$ cat src/rtl/hl_merge_pkg.sv
package hl_merge_pkg;
    parameter int ID_W = 3;
    parameter int PT_W = 4;
    localparam int CAND_W = 1 + ID_W + 2 + PT_W;

    typedef struct packed {
        logic            cls;
        logic [ID_W-1:0] id;
        logic            pos;
        logic            sgn;
        logic [PT_W-1:0] pt;
    } cand_t;

    function automatic logic is_hit(input cand_t c);
        return c.id != '0;
    endfunction
endpackage

$ cat src/rtl/hl_path_order.sv
module hl_path_order
    import hl_merge_pkg::*;
#(
    parameter logic CLS = 1'b1
) (
    input  cand_t pri_i,
    input  cand_t sec_i,
    output cand_t first_o,
    output cand_t second_o
);
    cand_t pri_t, sec_t;

    always_comb begin
        pri_t     = pri_i;
        pri_t.cls = CLS;
        sec_t     = sec_i;
        sec_t.cls = CLS;
        first_o   = '0;
        second_o  = '0;
        if (is_hit(pri_i) && is_hit(sec_i)) begin
            if (sec_i.pt > pri_i.pt) begin
                first_o  = sec_t;
                second_o = pri_t;
            end else begin
                first_o  = pri_t;
                second_o = sec_t;
            end
        end else if (is_hit(pri_i)) begin
            first_o = pri_t;
        end else if (is_hit(sec_i)) begin
            first_o = sec_t;
        end
    end
endmodule

$ cat src/rtl/hl_pair_merge.sv
module hl_pair_merge
    import hl_merge_pkg::*;
(
    input  cand_t hi_first_i,
    input  cand_t hi_second_i,
    input  cand_t lo_first_i,
    input  cand_t lo_second_i,
    output cand_t a_o,
    output cand_t b_o
);
    always_comb begin
        if (is_hit(hi_first_i)) begin
            a_o = hi_first_i;
            b_o = is_hit(hi_second_i) ? hi_second_i : lo_first_i;
        end else begin
            a_o = lo_first_i;
            b_o = lo_second_i;
        end
    end
endmodule

$ cat src/rtl/hl_cand_merge.sv
module hl_cand_merge
    import hl_merge_pkg::*;
(
    input  logic              clk,
    input  logic              rst_n,
    input  logic [CAND_W-1:0] hi_pri_i,
    input  logic [CAND_W-1:0] hi_sec_i,
    input  logic [CAND_W-1:0] lo_pri_i,
    input  logic [CAND_W-1:0] lo_sec_i,
    output logic [CAND_W-1:0] out_a_o,
    output logic [CAND_W-1:0] out_b_o
);
    localparam int NPATH = 2;

    typedef struct packed {
        cand_t a;
        cand_t b;
        logic  live;
    } out_state_t;

    cand_t pri_in   [NPATH];
    cand_t sec_in   [NPATH];
    cand_t first_w  [NPATH];
    cand_t second_w [NPATH];
    cand_t merge_a, merge_b;
    out_state_t st_d, st_q;

    assign pri_in[0] = cand_t'(hi_pri_i);
    assign sec_in[0] = cand_t'(hi_sec_i);
    assign pri_in[1] = cand_t'(lo_pri_i);
    assign sec_in[1] = cand_t'(lo_sec_i);

    for (genvar g = 0; g < NPATH; g++) begin : g_path
        hl_path_order #(.CLS(g == 0 ? 1'b1 : 1'b0)) u_order (
            .pri_i   (pri_in[g]),
            .sec_i   (sec_in[g]),
            .first_o (first_w[g]),
            .second_o(second_w[g])
        );
    end

    hl_pair_merge u_merge (
        .hi_first_i (first_w[0]),
        .hi_second_i(second_w[0]),
        .lo_first_i (first_w[1]),
        .lo_second_i(second_w[1]),
        .a_o        (merge_a),
        .b_o        (merge_b)
    );

    always_comb begin
        st_d      = st_q;
        st_d.a    = merge_a;
        st_d.b    = merge_b;
        st_d.live = 1'b1;
    end

    always_ff @(posedge clk or negedge rst_n) begin
        if (!rst_n) st_q <= '0;
        else        st_q <= st_d;
    end

    assign out_a_o = st_q.a;
    assign out_b_o = st_q.b;

    cand_t oa, ob;
    assign oa = cand_t'(out_a_o);
    assign ob = cand_t'(out_b_o);

    AST_B_NEEDS_A: assert property (@(posedge clk) disable iff (!rst_n)
        is_hit(ob) |-> is_hit(oa));

    AST_CLASS_ORDER: assert property (@(posedge clk) disable iff (!rst_n)
        (is_hit(oa) && is_hit(ob)) |-> (oa.cls >= ob.cls));

    AST_PT_ORDER: assert property (@(posedge clk) disable iff (!rst_n)
        (is_hit(oa) && is_hit(ob) && oa.cls == ob.cls) |-> (oa.pt >= ob.pt));

    AST_HIGH_LEADS: assert property (@(posedge clk) disable iff (!rst_n)
        (st_q.live && $past(hi_pri_i[CAND_W-2 -: ID_W] != '0)) |-> (is_hit(oa) && oa.cls));

    AST_LOW_ONLY: assert property (@(posedge clk) disable iff (!rst_n)
        (st_q.live && is_hit(oa) && !oa.cls) |->
        ($past(hi_pri_i[CAND_W-2 -: ID_W] == '0) && $past(hi_sec_i[CAND_W-2 -: ID_W] == '0)));

    AST_RESET_CLEAR: assert property (@(posedge clk)
        !rst_n |=> (out_a_o == '0 && out_b_o == '0));
endmodule

$ cat config.mk
export PLATFORM = sky130hd
export DESIGN_NAME = hl_cand_merge
export DESIGN_NICKNAME = d
export VERILOG_FILES = /design/src/rtl/hl_merge_pkg.sv /design/src/rtl/hl_path_order.sv /design/src/rtl/hl_pair_merge.sv /design/src/rtl/hl_cand_merge.sv
export SDC_FILE = /design/constraint.sdc
export NUM_CORES = 1
export LEC_CHECK = 0
export BUFFER_PORTS_ARGS = -buffer_cell sky130_fd_sc_hd__buf_2
export CORE_ASPECT_RATIO = 0.75
export CORE_MARGIN = 5
export CORE_UTILIZATION = 30
export DETAILED_ROUTE_END_ITERATION = 10
export SLEW_MARGIN = 0
export SYNTH_ARGS = -nofsm -noshare
export SYNTH_HDL_FRONTEND = slang
export SYNTH_SLANG_ARGS = --single-unit
$ cat constraint.sdc
create_clock -name clk -period 0.8 [get_ports clk]
set_input_delay 0.04 -clock clk [delete_from_list [all_inputs] [get_ports clk]]
set_output_delay 0.04 -clock clk [all_outputs]
set_load 0.02 [all_outputs]
# After elaboration in Yosys (flattened, before gate mapping)

Cells that the tools add are included.

Bits of input ports: 42
Output and inout port bits: 20
Bits in registers: 20
Logic and storage cells: 35

Magnitude comparators: 2
Muxes and demuxes: 15
Reduce and logical (&&, ||, !) cells: 8

Operators by type and width:

| operator           | count |
|---|---|
| 2-to-1 mux 10 bit  | 10 |
| 2-to-1 mux 9 bit   | 5 |
| nonzero test 3 bit | 6 |
| > comparator 4 bit | 2 |
| logical AND 1 bit  | 2 |

# Longest topological paths before layout

Depth in word-level cells: 6
Depth in mapped cells: 8
Gate-level depth less buffers: 7

# Modules after synthesis

A second synthesis with hierarchy kept.

Cells, all modules: 230
Area total of the unflattened synthesis: 1,959.4 um2

By module, submodules not included:

| module                            | cells an instance | instances | area each (um2) | sequential area each (um2) |
|---|---|---|---|---|
| hl_path_order (g_path[0].u_order) | 85                | 1         | 526.8           | 0.0 |
| hl_cand_merge                     | 20                | 1         | 500.5           | 500.5 |
| hl_path_order (g_path[1].u_order) | 67                | 1         | 485.5           | 0.0 |
| hl_pair_merge                     | 58                | 1         | 446.7           | 0.0 |

# Worst setup path after synthesis

No wires, ideal clock.

Path kind: input to register
Start point: in lo_pri_i[1]
End point: reg st_q (netlist bit out_b_o[4])
Arrival time: 1.596 ns
Setup slack: -0.933 ns
Stages on the path: 8
Cell sequence: inv_1 > ha_1 > nor2b_1 > o41a_1 > buf_2 > nand2_1 > mux2i_1 > o32ai_1

RTL lines:

| element              | RTL line            | source |
|---|---|---|
| from (decl)          | hl_cand_merge.sv:8  | `input logic [CAND_W-1:0] lo_pri_i,` |
| to (signal assigned) | hl_cand_merge.sv:60 | `else st_q <= st_d;` |
| to (decl)            | hl_cand_merge.sv:26 | `out_state_t st_d, st_q;` |

==> results.sh <==
export IMPL_status="finished with violations"
export IMPL_violations="setup timing"
export IMPL_vdd_drop_max_v=0.000986
export IMPL_worst_hold_path_type="in -> reg"
export IMPL_grt_pass1_wl_mm=10.4
export IMPL_synthCells=190
export IMPL_gr_total_overflow=0
export IMPL_clock_sinks=20
export IMPL_hold_viol=0
export IMPL_rows=23
export IMPL_synthFlopType="dfrtp_1"
export IMPL_ys_seq_elements=20
export IMPL_area_growth_pct=107
export IMPL_min_path_cells=3
export IMPL_async_reset_ff_share_pct=100
export IMPL_ys_seq_area_share_pct=30.3
export IMPL_synthTopCellsByArea="dfrtp_1 (30%), o32ai_1 (6.9%), ha_1 (6.1%)"
export IMPL_p_total_w=0.00515
export IMPL_min_period_ns=1.58
export IMPL_worstSetupPathType="in -> reg"
export IMPL_drv_slew=0
export IMPL_synth_fp_nets=240
export IMPL_maxCapViolCount=0
export IMPL_htreeDepth=1
export IMPL_critPathMaxFanout=6
export IMPL_critPathCaptureType="register"
export IMPL_met3_usage_pct=5.06
export IMPL_hp_start="hi_pri_i[2]"
export IMPL_place_congestion=0.941
export IMPL_post_dp_hpwl_mm=5.01
export IMPL_dieHeight_um=74.3
export IMPL_worstMarginPinSlew_ns=0.457
export IMPL_finalSetupViolCount=33
export IMPL_final_util_pct=64.0
export IMPL_final_antenna_net_count=0
export IMPL_fmax_mhz=632
export IMPL_routedWlPerCell_um=17.3
export IMPL_post_dp_cell_area_um2=2610
export IMPL_antenna_cells=0
export IMPL_top_usage_layer="met2"
export IMPL_gr_usage_met2_pct=30.0
export IMPL_fin_setup_tns_ns=-12.28
export IMPL_synth_distinct_cells=47
export IMPL_grt_setup_unrepaired="yes"
export IMPL_min_to="out_a_o[2]"
export IMPL_die_area_um2=7110
export IMPL_synth_warning_count=0
export IMPL_cts_max_path_buffers=2
export IMPL_worstPathCellList="buf_8, inv_12, ha_4, nor2b_4, buf_4, o41ai_4, buf_4, o21ai_4, buf_12, a311oi_2, o32ai_1"
export IMPL_cts_made_buffers=3
export IMPL_clk_pin_slew_ns=0.07
export IMPL_met1_usage_pct=26.1
export IMPL_synth_area_um2=1650
export IMPL_synth_common_cells="dfrtp_1 (20), a21oi_1 (18), o32ai_1 (13), inv_1 (11), nor3_1 (11)"
export IMPL_final_cell_area_um2=3420
export IMPL_cp_required_ns=0.92
export IMPL_grtUsageTotal_pct=18.7
export IMPL_finalWorstSetupSlack_ns=-0.781
export IMPL_synth_edf_count=0
export IMPL_dieWidth_um=95.7
export IMPL_ios=62
export IMPL_vias=2172
export IMPL_synth_top_area_share_pct=30.3
export IMPL_p_leak_nw=1.44
export IMPL_firstDrtPassIters=4
export IMPL_grt_pass1_vias=2128
export IMPL_num_nets_final=373
export IMPL_startpoint_type="input pin"
export IMPL_slew_headroom_pct=69.3
export IMPL_route_final_wire_length_mm=6.89
export IMPL_cts_tree="built"
export IMPL_antenna_found_initial=0
export IMPL_start_util_pct=30.9
export IMPL_grt_max_degree=21
export IMPL_drc=0
export IMPL_critPathMaxStageDelay_ns=0.26
export IMPL_viasPerCell=5.47
export IMPL_io_buffers=57
export IMPL_core_um2=5350
export IMPL_final_period_utilization_pct=198
export IMPL_cp_arrival_ns=1.71
export IMPL_synth_most_common_cell="dfrtp_1"
export IMPL_avgSynthCellArea_um2=8.70
export IMPL_crit_path_frequent_cell="buf_4"
export IMPL_drtIter0Drc=129
export IMPL_cts_root_buf="clkbuf_8"
export IMPL_yosysTopAreaCell="dfrtp_1"
export IMPL_worst_path_max_delay_cell="a311oi_2"
export IMPL_power_density_nw_per_um2=1500
export IMPL_drive_gt1_share_pct=67.7
==> registers in the layout, summed over array words and instances (netlist names) <==
register,cells
out_a_o,10
out_b_o,10
==> cell usage in the layout (no fill, tap or decap), drive strengths merged, types with 3 or more instances in the layout <==
| cell type | instances |
|---|---|
| a311oi | 8 |
| o21a | 5 |
| o32ai | 13 |
| nor3 | 12 |
| nand2 | 10 |
| nor2 | 7 |
| inv | 13 |
| a21oi | 21 |
| clkbuf | 3 |
| ha | 8 |
| or3 | 4 |
| a31oi | 8 |
| buf | 136 |
| and3 | 3 |
| o21ai | 11 |
| mux2i | 3 |
| a211oi | 12 |
| dfrtp | 20 |
==> worst max-delay path: cells and delay by family <==
| kind | cells | cell delay, ns |
|---|---|---|
| adders and majority gates | 1 | 0.22 |
| AOI/OAI and AO/OA | 4 | 0.68 |
| and+or+nand+nor | 1 | 0.12 |
| buffers and inverters | 5 | 0.63 |
==> power by group <==
group | total (W) | switching [W] | internal, W | leakage [nW]
Sequential | 0.00126 | 0.0000905 | 0.00117 | 0.227
Combinational | 0.00289 | 0.00144 | 0.00145 | 1.17
Clock | 0.000996 | 0.000329 | 0.000667 | 0.0357
==> kinds of logic after synthesis <==
family / count (synthesis) / synth area share (%)
flops: 20 / 30.3
mux: 3 / 1.82
simple gates: 45 / 14.5
buf+inv: 23 / 6.06
compound gates: 91 / 41.3
fa+ha+maj: 8 / 6.06
==> worst max path at each step <==
stage                     start  depth (start not counted)    endpoint  slack, ns
floorplan           lo_sec_i[1]                          7  out_b_o[3]      -0.81
global placement    lo_pri_i[1]                          8  out_b_o[3]      -1.14
detailed placement  lo_pri_i[1]                          8  out_b_o[3]      -1.17
CTS                 lo_pri_i[1]                         10  out_b_o[0]      -0.82
global route        lo_pri_i[1]                         10  out_b_o[2]      -0.82
finish              lo_pri_i[1]                         11  out_b_o[4]      -0.78
==> through the flow <==
stage / cells / worst slack, ns / hold slack, ns
detailed placement: 376 / -1.17 / 0.0101
floorplan: 190 / -0.813 / -0.256
global placement: 376 / -1.14 / 0.00950
finish: 397 / -0.781 / 0.0647
CTS: 390 / -0.821 / 0.0764
global route: 397 / -0.820 / 0.0705
==> cell type report <==
cell class	instances	area [µm²]
Clock buffer	3	41.3
Clock inverter	1	30.0
Fill cell	431	1930
Inverter	13	66.3
Multi-Input combinational cell	148	1590
Sequential cell	20	500
Tap cell	75	93.8
Timing Repair Buffer	137	1110
==> what timing repair did <==
item,4_1_cts,5_1_grt
pin swaps,21,26
hold buffers,1,0
setup buffers,9,8
setup endpoints to repair,39,39
gates cloned,0,1
gates resized for setup,61,63
hold endpoints to repair,20,0
==> routing by layer <==
metal	share of wire, %	routed length (µm)
met1	46	3160
met3	7.3	501
met5	0	0
met2	47	3220
met4	0	0
Power figures use the tool's default switching activity.
